[config.mk]
export PLATFORM = sky130hd
export DESIGN_NAME = shb_table
export DESIGN_NICKNAME = d
export VERILOG_FILES = /design/src/rtl/shb_pkg.sv /design/src/rtl/shb_bank.sv /design/src/rtl/shb_ctrl.sv /design/src/rtl/shb_table.sv
export SDC_FILE = /design/constraint.sdc
export NUM_CORES = 2
export LEC_CHECK = 0
export ABC_AREA = 0
export BUFFER_PORTS_ARGS = -buffer_cell sky130_fd_sc_hd__buf_4
export CAP_MARGIN = 20
export CORE_ASPECT_RATIO = 0.8
export CORE_MARGIN = 5
export CORE_UTILIZATION = 50
export CTS_CLUSTER_SIZE = 8
export DETAILED_ROUTE_END_ITERATION = 12
export PLACE_DENSITY = 0.77
export RECOVER_POWER = 25
export SETUP_SLACK_MARGIN = 0.5
export SYNTH_ARGS = -nofsm -noshare
export SYNTH_HDL_FRONTEND = slang
export SYNTH_HIERARCHICAL = 1
export SYNTH_SLANG_ARGS = --single-unit
[constraint.sdc]
create_clock -name clk -period 11.7 [get_ports clk]
set_clock_uncertainty 0.1 [all_clocks]
set_input_delay 1.17 -clock clk [delete_from_list [all_inputs] [get_ports clk]]
set_output_delay 1.17 -clock clk [all_outputs]
set_load 0.01 [all_outputs]
[src/rtl/shb_pkg.sv]
package shb_pkg;
    localparam int NUM_BANKS = 2;

    typedef enum logic {
        BANK_A = 1'b0,
        BANK_B = 1'b1
    } bank_e;
endpackage

[src/rtl/shb_bank.sv]
module shb_bank #(
    parameter int KEY_W = 32,
    parameter int RES_W = 16,
    parameter int DEPTH = 16,
    localparam int IDX_W = $clog2(DEPTH)
) (
    input  logic             clk,
    input  logic             rst_n,
    input  logic             we,
    input  logic [IDX_W-1:0] widx,
    input  logic [KEY_W-1:0] wkey,
    input  logic [RES_W-1:0] wres,
    input  logic             wvld,
    input  logic [KEY_W-1:0] qkey,
    output logic             qhit,
    output logic [RES_W-1:0] qres
);
    logic [KEY_W-1:0] key_d [DEPTH];
    logic [KEY_W-1:0] key_q [DEPTH];
    logic [RES_W-1:0] res_d [DEPTH];
    logic [RES_W-1:0] res_q [DEPTH];
    logic [DEPTH-1:0] vld_d, vld_q;
    logic [DEPTH-1:0] match;

    always_comb begin
        for (int i = 0; i < DEPTH; i++) begin
            key_d[i] = key_q[i];
            res_d[i] = res_q[i];
        end
        vld_d = vld_q;
        if (we) begin
            key_d[widx] = wkey;
            res_d[widx] = wres;
            vld_d[widx] = wvld;
        end
    end

    always_ff @(posedge clk) begin
        if (!rst_n) begin
            vld_q <= '0;
            for (int i = 0; i < DEPTH; i++) begin
                key_q[i] <= '0;
                res_q[i] <= '0;
            end
        end else begin
            vld_q <= vld_d;
            for (int i = 0; i < DEPTH; i++) begin
                key_q[i] <= key_d[i];
                res_q[i] <= res_d[i];
            end
        end
    end

    for (genvar g = 0; g < DEPTH; g++) begin : g_cmp
        assign match[g] = vld_q[g] && (key_q[g] == qkey);
    end

    // lowest slot wins: scan from the top so the lowest match is written last
    always_comb begin
        qres = '0;
        for (int i = DEPTH - 1; i >= 0; i--) begin
            if (match[i]) qres = res_q[i];
        end
    end
    assign qhit = |match;

    assert_write_lands_R9: assert property (@(posedge clk) disable iff (!rst_n)
        we |=> (vld_q[$past(widx)] == $past(wvld)));
endmodule

[src/rtl/shb_ctrl.sv]
module shb_ctrl #(
    parameter int VER_W = 8
) (
    input  logic             clk,
    input  logic             rst_n,
    input  logic             commit_req,
    input  logic             retire_ack,
    input  logic             upd_we,
    output logic             active,
    output logic [VER_W-1:0] version,
    output logic             pending,
    output logic             busy,
    output logic             upd_err,
    output logic             accept
);
    typedef struct packed {
        logic             active;
        logic [VER_W-1:0] version;
        logic             pending;
        logic             busy;
        logic             err;
    } ctrl_t;

    ctrl_t st_d, st_q;
    logic  refuse;

    always_comb begin
        st_d   = st_q;
        accept = commit_req && !st_q.pending;
        refuse = commit_req && st_q.pending;
        st_d.err = upd_we && st_q.pending;
        if (accept) begin
            st_d.active  = ~st_q.active;
            st_d.version = st_q.version + 1'b1;
            st_d.pending = 1'b1;
        end
        if (retire_ack && st_q.pending) st_d.pending = 1'b0;
        if (retire_ack)  st_d.busy = 1'b0;
        else if (refuse) st_d.busy = 1'b1;
    end

    always_ff @(posedge clk) begin
        if (!rst_n) st_q <= '0;
        else        st_q <= st_d;
    end

    assign active  = st_q.active;
    assign version = st_q.version;
    assign pending = st_q.pending;
    assign busy    = st_q.busy;
    assign upd_err = st_q.err;

    assert_commit_flips_R4: assert property (@(posedge clk) disable iff (!rst_n)
        (commit_req && !pending) |=> (active != $past(active)) && pending);
    assert_retired_held_R7: assert property (@(posedge clk) disable iff (!rst_n)
        (pending && !retire_ack) |=> pending);
    assert_busy_needs_pending_R6: assert property (@(posedge clk) disable iff (!rst_n)
        busy |-> pending);
endmodule

[src/rtl/shb_table.sv]
module shb_table
    import shb_pkg::*;
#(
    parameter int KEY_W = 32,
    parameter int RES_W = 16,
    parameter int DEPTH = 16,
    parameter int CNT_W = 32,
    parameter int VER_W = 8,
    localparam int IDX_W = $clog2(DEPTH)
) (
    input  logic                       clk,
    input  logic                       rst_n,
    input  logic                       lkp_req,
    input  logic [KEY_W-1:0]           lkp_key,
    input  logic                       upd_we,
    input  logic [IDX_W-1:0]           upd_idx,
    input  logic [KEY_W-1:0]           upd_key,
    input  logic [RES_W-1:0]           upd_res,
    input  logic                       upd_vld,
    input  logic                       commit_req,
    input  logic                       retire_ack,
    output logic                       lkp_valid,
    output logic                       lkp_hit,
    output logic [RES_W-1:0]           lkp_res,
    output logic [VER_W-1:0]           lkp_ver,
    output logic                       active_bank,
    output logic [VER_W-1:0]           cur_ver,
    output logic                       retire_pending,
    output logic                       busy,
    output logic                       upd_err,
    output logic [NUM_BANKS*CNT_W-1:0] hit_count,
    output logic [NUM_BANKS*CNT_W-1:0] miss_count,
    output logic [NUM_BANKS*VER_W-1:0] bank_ver
);
    typedef struct packed {
        logic                            lv;
        logic                            lh;
        logic [RES_W-1:0]                lr;
        logic [VER_W-1:0]                lver;
        logic [NUM_BANKS-1:0][CNT_W-1:0] hc;
        logic [NUM_BANKS-1:0][CNT_W-1:0] mc;
        logic [NUM_BANKS-1:0][VER_W-1:0] bv;
    } dp_t;

    dp_t              dp_d, dp_q;
    logic             act, pend, accept;
    logic [VER_W-1:0] ver;
    logic [NUM_BANKS-1:0] b_hit;
    logic [RES_W-1:0]     b_res [NUM_BANKS];
    logic                 sel_hit;
    logic [RES_W-1:0]     sel_res;

    shb_ctrl #(.VER_W(VER_W)) u_ctrl (
        .clk        (clk),
        .rst_n      (rst_n),
        .commit_req (commit_req),
        .retire_ack (retire_ack),
        .upd_we     (upd_we),
        .active     (act),
        .version    (ver),
        .pending    (pend),
        .busy       (busy),
        .upd_err    (upd_err),
        .accept     (accept)
    );

    for (genvar b = 0; b < NUM_BANKS; b++) begin : g_bank
        logic bank_we;
        assign bank_we = upd_we && !pend && (act != b[0]);
        shb_bank #(.KEY_W(KEY_W), .RES_W(RES_W), .DEPTH(DEPTH)) u_bank (
            .clk   (clk),
            .rst_n (rst_n),
            .we    (bank_we),
            .widx  (upd_idx),
            .wkey  (upd_key),
            .wres  (upd_res),
            .wvld  (upd_vld),
            .qkey  (lkp_key),
            .qhit  (b_hit[b]),
            .qres  (b_res[b])
        );
    end

    assign sel_hit = b_hit[act];
    assign sel_res = b_res[act];

    always_comb begin
        dp_d      = dp_q;
        dp_d.lv   = lkp_req;
        dp_d.lh   = lkp_req && sel_hit;
        dp_d.lr   = (lkp_req && sel_hit) ? sel_res : '0;
        dp_d.lver = ver;
        if (lkp_req) begin
            if (sel_hit) begin
                if (dp_q.hc[act] != '1) dp_d.hc[act] = dp_q.hc[act] + 1'b1;
            end else begin
                if (dp_q.mc[act] != '1) dp_d.mc[act] = dp_q.mc[act] + 1'b1;
            end
        end
        if (accept) begin
            dp_d.hc[~act] = '0;
            dp_d.mc[~act] = '0;
            dp_d.bv[~act] = ver + 1'b1;
        end
    end

    always_ff @(posedge clk) begin
        if (!rst_n) dp_q <= '0;
        else        dp_q <= dp_d;
    end

    assign lkp_valid      = dp_q.lv;
    assign lkp_hit        = dp_q.lh;
    assign lkp_res        = dp_q.lr;
    assign lkp_ver        = dp_q.lver;
    assign active_bank    = act;
    assign cur_ver        = ver;
    assign retire_pending = pend;
    assign hit_count      = dp_q.hc;
    assign miss_count     = dp_q.mc;
    assign bank_ver       = dp_q.bv;

    assert_lookup_tag_R8: assert property (@(posedge clk) disable iff (!rst_n)
        lkp_req |=> lkp_valid && (lkp_ver == $past(cur_ver)));
    assert_refused_write_R5: assert property (@(posedge clk) disable iff (!rst_n)
        (upd_we && retire_pending) |=> upd_err);
    assert_refused_commit_R6: assert property (@(posedge clk) disable iff (!rst_n)
        (commit_req && retire_pending && !retire_ack) |=> busy && $stable(active_bank) && $stable(cur_ver));
    assert_miss_is_zero_R2: assert property (@(posedge clk) disable iff (!rst_n)
        !lkp_hit |-> (lkp_res == '0));
endmodule

## Word level (Yosys, flattened, before mapping)

Memories as Yosys holds them, arrays and structs flattened.
Index checks and enable logic that the tools add are counted.

- Flip-flop bits (word level): 214
- Bits in writable memories: 1,536
- Input bits: 91
- Output and inout bits: 182
- Word-level logic and storage cells: 326
- Memories kept: 4

- $add $sub $neg: 3
- Magnitude comparators: 9
- Eq/ne operators: 34
- Multiplexer cells: 138
- Bitwise logic cells: 71
- Reduce and logical (&&, ||, !) cells: 50

Memory list:

| memory | words | bits a word | rd ports | clocked after memory_dff | wr ports | line | source |
|---|---|---|---|---|---|---|---|
| g_bank[0].u_bank.key_q | 16 | 32 | 16 | 0 | 16 | shb_bank.sv:19 | `logic [KEY_W-1:0] key_q [DEPTH];` |
| g_bank[1].u_bank.key_q | 16 | 32 | 16 | 0 | 16 | shb_bank.sv:19 |  |
| g_bank[0].u_bank.res_q | 16 | 16 | 16 | 0 | 16 | shb_bank.sv:21 | `logic [RES_W-1:0] res_q [DEPTH];` |
| g_bank[1].u_bank.res_q | 16 | 16 | 16 | 0 | 16 | shb_bank.sv:21 |  |

Operators with widths:

| kind | number |
|---|---|
| 2-to-1 mux 32 bit | 39 |
| 2-to-1 mux 16 bit | 68 |
| bitwise mux 512 bit | 2 |
| == test 32 bit | 32 |
| 2-to-1 mux 512 bit | 2 |
| bitwise mux 256 bit | 2 |
| 2-to-1 mux 256 bit | 2 |
| 2-to-1 mux 64 bit | 4 |
| 2-to-1 mux 144 bit | 1 |
| bitwise AND 64 bit | 2 |
| bitwise mux 64 bit | 2 |
| demux 32 bit (select 4 bit) | 1 |
| 2-to-1 mux 128 bit | 1 |
| adder 32 x 1 -> 32 bit, second input constant | 2 |
| demux 16 bit (select 4 bit) | 1 |
| demux 32 bit (select 1 bit) | 2 |
| != test 32 bit, second input constant | 2 |
| inverter 64 bit | 1 |
| OR 1 bit | 64 |
| bitwise mux 16 bit | 3 |
| logical AND 1 bit | 44 |
| OR reduction 16 bit | 2 |
| adder 8 x 1 -> 8 bit, second input constant | 1 |
| demux 8 bit (select 1 bit) | 1 |
| 16 further kinds | 24 |

## Depth between registers and ports, before layout

- Word-level depth: 21
- Depth in mapped cells: 18
- Gate-level depth less buffers: 14

## Hierarchy

The synthesis kept the hierarchy.

By module, submodules not included:

| module | instances | cells each | area an instance (µm²) | seq. area each (µm²) |
|---|---|---|---|---|
| shb_bank | 2 | 4,745 | 38,064.0 | 15,695.1 |
| shb_table | 1 | 989 | 8,301.7 | 3,403.3 |
| shb_ctrl | 1 | 53 | 503.0 | 240.2 |

## Worst setup path before layout

Ideal clock, no wire load.

- Kind: input to register
- Start: input lkp_key[17]
- End: register dp_q (netlist bit hit_count[4])
- Setup time: 0.116 ns
- Arrival time: 4.161 ns
- Required time: 11.484 ns
- Setup slack: 7.323 ns
- Cell stages on the path: 16
- Path buffers: 4
- Path through: buf_2 -> buf_2 -> xnor2_1 -> nand4_1 -> nor4_1 -> nand4_1 -> or4_1 -> clkbuf_8 -> nand2_1 -> nor4_1 -> nand4_1 -> and3_1 -> o21a_1 -> clkbuf_1 -> a21oi_1 -> a31o_2

- Cells in the longest elaborated chain, start to end: 9
- Elaborated cells between the ends (all ways): 72
- Classes of those cells: eq/ne (32); mux (5); bitwise (1); reduce/logical (34)

RTL lines:

| element | line | source |
|---|---|---|
| start, declared | shb_table.sv:14 | `input logic [KEY_W-1:0] lkp_key,` |
| == test 32 bit | shb_bank.sv:55 | `assign match[g] = vld_q[g] && (key_q[g] == qkey);` |
| logical AND 1 bit | shb_bank.sv:55 |  |
| OR reduction 16 bit (*) | shb_bank.sv:65 | `assign qhit = \|match;` |
| named net b_hit[0] | shb_table.sv:48 | `logic [NUM_BANKS-1:0] b_hit;` |
| 2-to-1 mux 1 bit (implied by the code) (*) (2 in a row) | shb_table.sv:84 | `assign sel_hit = b_hit[act];` |
| 2-to-1 mux 64 bit (*) | shb_table.sv:94 | `if (sel_hit) begin` |
| 2-to-1 mux 128 bit (*) | shb_table.sv:93 | `if (lkp_req) begin` |
| bitwise AND 64 bit (no source line) | - |  |
| 2-to-1 mux 144 bit (*) | shb_table.sv:100 | `if (accept) begin` |
| end signal, assigned | shb_table.sv:109 | `else dp_q <= dp_d;` |
| end, declared | shb_table.sv:45 | `dp_t dp_d, dp_q;` |

Mark *: on every way through the listed nets, which the timed path passes. The rest lies on a longest branch. The select of a mux whose other input is x is not followed.
A chain may end at the register's enable or synchronous reset.

==> metrics list <==
- The clock passes through at most 3 buffers.
* Hold Buf Count CTS: 0
- For this run, the detailed router's first-pass iteration total came to 8.
- Total wire length: 300000 um
* DR DRC count: 0
* Horizontal die dimension: 471 um
- In the final layout, the multi-input gates occupy 0.0455 mm^2.
- Number of pins with negative max-slew slack in the final report: 255
* Max_slew headroom: -289%
- Transition time at the pin with the least slew margin: 5.83 ns
- Largest net degree at the start of global routing: 288
* Portion of synthesized cell area occupied by the leading cell type: 41.2%
* Critical path class: in -> reg
- Fraction of layout instances using a drive strength above 1: 6.44%
- Number of buffers created by CTS: 236
- During I/O placement, the number of pins put on the boundary was 273.
- The largest single stage delay on the critical path is 3.99 ns.
- When the netlist entered floorplanning its net count stood at 10600.
* Clk slew on worst S/H paths: 0.05 ns
- Number of buffer cells added on primary ports: 272
- Minimum setup slack among reg-to-reg paths: 6.96 ns
- STA classifies the critical path startpoint as a primary input.
- TNS Setup: 0 ns
- In this run, synthesis produced a sequential element count of 1750.
- Leakage power summed over all cells: 30.9 nW
- Data arrives at the worst endpoint at 8.89 ns.
* Instance count of the mapped netlist: 10500
* Global Route Usage Sum: 31.8%
* Number of gates resized after CTS: 0
- Gr ovfl total: 0
- The later pin in the worst-skew pair is clocked with a latency of 0.87 ns.
- In the layout the commonest cells are 3352 x sky130_fd_sc_hd__nand2_1, 1749 x sky130_fd_sc_hd__dfxtp_1, 1605 x sky130_fd_sc_hd__a21boi_0.
- Final cell count without fillers: 12500
- Average wire per cell in the routed design: 24.0 um
- Net switching is 24.7% of the power.
- Initial cell density of the core: 50.2%
- Among the stages of the critical path, the cell type that occurs most often is sky130_fd_sc_hd__clkbuf_1.
- Setup violations remaining at the end of the flow were counted as 0.
- Hold Crit Depth: 2
- Dividing the detail-routed via count by the number of cells gives 6.08.
* End point of the worst hold path: g_bank[0].u_bank/res_q[0][122]$_SDFFE_PN0P_
- Including well taps, the total number of placed cells is 12200.
- Top cells by area in the synthesized netlist: sky130_fd_sc_hd__dfxtp_1 41%, sky130_fd_sc_hd__nand2_1 15%, sky130_fd_sc_hd__a21boi_0 14%
* Core outline area: 0.169 mm^2
* Number of flops mapped to enable cells by yosys: 0
* Required time reported for the critical path endpoint: 12.34 ns
- The checks that failed: capacitance limit, slew limit.
- In the final layout, flip-flops and latches occupy 0.0350 mm^2.
- Net switching power of the design: 0.00322 W
- FF-to-FF path depth: 13
- Row count: 135
* Relative contribution of sequential cells to total power: 46.4%
- Clock tree from TritonCTS: done
* Launch instance of the worst min-delay path: g_bank[0].u_bank/res_q[0][122]$_SDFFE_PN0P_
- Reg-to-reg critical path startpoint: g_bank[1].u_bank/key_q[0][103]$_SDFFE_PN0P_
* Number of global-route vias before repair: 71100
- Result of the run: finished, violations left
- Leaving out fill and tap cells, the most frequent cell in the layout is sky130_fd_sc_hd__nand2_1.
- Clock Sink Count: 1750
* Die Ht: 379 um
- Min Tclk post-route: 8.25 ns
* Total setup buffers inserted after CTS: 0
- RD Place Congestion: 0.895
- Based on the critical path, the design can be clocked at up to 0.121 GHz.
- Setup repair after global routing left no endpoint under its margin.
- Relative to the synthesized area, the layout overhead comes to 8.87%.
- Full die area: 0.178 mm^2
* Synthesis Warnings: 6
- IR analysis of the VDD net gives a maximum drop of 0.160 mV.
- Traced cell by cell, the critical path runs through clkbuf_1 -> clkbuf_1 -> a21boi_0.
- Combinational cells account for 7.2% of the total power.
* Maximum fanout along the worst path: 134
- Final Hold Violating Endpoints: 0
* First-pass GRT wire length: 440000 um
- Root buffer cell: sky130_fd_sc_hd__clkbuf_16
* Mean instance size in the synthesized netlist: 8.06 um^2
- Reg-to-Reg End: hit_count[58]$_SDFF_PN0_
- After synthesis, the share of flip-flops with an asynchronous set or reset is 0%.
* Cell variety after synth: 87
- Counting the fill cells in the layout gives 15000.
- Total power divided by cell area: 141 mW/mm^2
- At the end of the flow, the number of nets in the layout was 10300.
- Cell internal power was estimated by the tool at 0.00984 W.
- Detailed placer's ending HPWL: 173000 um
- The share of total power dissipated in the clock network is 46.5%.
* Number of maximum-capacitance constraint violations: 2
- Count of vias placed by the detailed router: 75900
- The worst path uses 70.5% of the clock period.
- Synthesized area: 0.0849 mm^2
* Tightest Hold Check Type: reg -> reg
- The synthesized design spends more area on one cell type than any other, namely sky130_fd_sc_hd__dfxtp_1.
- The count of nets left with antenna violations once routing finished came out at 0.
- Starting DRT DRC Count: 10300
- Maximum level of the CTS H-tree: 4
- The initial antenna violation count is 6.
* Most instantiated flip-flop cell in the synthesis netlist: sky130_fd_sc_hd__dfxtp_1
- STA classifies the critical path endpoint as a register.
* Post-synthesis sequential area ratio: 41.2%
* Master of the slowest instance on the critical path: sky130_fd_sc_hd__clkbuf_1
cells by family after synthesis:
family | count (synthesis) | synth area share (%)
AO/OA/AOI/OAI | 2132 | 18.1
XOR/XNOR | 1059 | 11.0
adder cells (fa/ha/maj) | 4 | 0.0589
buffers and inverters | 1020 | 5.64
flip-flops | 1750 | 41.2
multiplexers | 170 | 2.02
AND/OR/NAND/NOR | 4397 | 21.9
state kept, by name (all words and copies together), names as in the netlist, 16 cells and up:
name	cells
bank_ver	16
g_bank.u_bank/key_q	1024
g_bank.u_bank/res_q	512
g_bank.u_bank/vld_q	32
hit_count	64
lkp_res	16
miss_count	64
metal layers:
layer / up-vias / track usage [%] / wire (um)
li1: 33800 / - / -
met1: 36100 / 42.5 / 116000
met3: 1051 / 7.69 / 41500
met2: 4926 / 48.0 / 125000
met4: 2 / 16.3 / 17300
met5: - / 0.136 / 13
area by class of cell:
cell class	count	area share, %
diodes	10	0.0271
clock buffers	240	6.46
multi-input cells	7762	49.2
inverters	58	0.235
repair buffers	403	2.97
well taps	2260	3.06
clock inverters	11	0.196
flip-flops and latches	1750	37.9
power groups by stage:
stage / clock (W) / sequential (W) / combinational (W)
2_1_floorplan: 0 / 0.00616 / 0.000591
3_3_place_gp: 0 / 0.00617 / 0.000876
3_5_place_dp: 0 / 0.00617 / 0.000888
4_1_cts: 0.00609 / 0.00605 / 0.000892
5_1_grt: 0.00635 / 0.00605 / 0.000949
6_report: 0.00606 / 0.00605 / 0.000938
metrics by stage:
| stage | total power [W] | setup slack [ns] | utilization [%] | instance area [um^2] | hold WS [ns] |
|---|---|---|---|---|---|
| after CTS | 0.0130 | 6.17 | 55.0 | 92900 | 0.360 |
| after floorplan | 0.00675 | 7.32 | - | 84900 | 0.338 |
| after detailed placement | 0.00706 | 5.29 | 51.3 | 86800 | 0.354 |
| after global placement | 0.00704 | 5.33 | 51.1 | 86500 | 0.347 |
| after global routing | 0.0134 | 2.97 | 54.7 | 92400 | 0.377 |
| final | 0.0131 | 3.45 | 54.7 | 92500 | 0.360 |
critical path, delay by kind of cell:
| kind | cells | cell delay (ns) |
|---|---|---|
| buffers and inverters | 2 | 7.14 |
| AOI/OAI and AO/OA | 1 | 0.36 |
how the worst max path moves through the flow:
stage,startpoint,to,slack (ns),cells past startpoint
final,rst_n,g_bank[0].u_bank/res_q[0][86]$_SDFFE_PN0P_,3.45,3
after global routing,rst_n,g_bank[0].u_bank/res_q[0][18]$_SDFFE_PN0P_,2.97,3
after CTS,lkp_key[31],hit_count[58]$_SDFF_PN0_,6.17,15
after detailed placement,lkp_key[31],hit_count[58]$_SDFF_PN0_,5.29,15
after global placement,lkp_key[31],hit_count[54]$_SDFF_PN0_,5.33,15
after floorplan,lkp_key[17],hit_count[4]$_SDFF_PN0_,7.32,16
Yosys cell counts (49+ instances only):
master and number:
sky130_fd_sc_hd__xnor2_1 611, sky130_fd_sc_hd__nand4_1 184, sky130_fd_sc_hd__mux2i_1 156, sky130_fd_sc_hd__xor2_1 440
sky130_fd_sc_hd__inv_1 57, sky130_fd_sc_hd__nand3_1 188, sky130_fd_sc_hd__a21boi_0 1605, sky130_fd_sc_hd__a21oi_1 148
sky130_fd_sc_hd__buf_2 61, sky130_fd_sc_hd__nor4_1 117, sky130_fd_sc_hd__nor2_1 148, sky130_fd_sc_hd__nor3_1 66
sky130_fd_sc_hd__o21ai_0 163, sky130_fd_sc_hd__or3_1 49, sky130_fd_sc_hd__nand2_1 3369, sky130_fd_sc_hd__dfxtp_1 1750
sky130_fd_sc_hd__clkbuf_1 746, sky130_fd_sc_hd__buf_6 66
No activity file was read; power rests on OpenSTA's default activity.
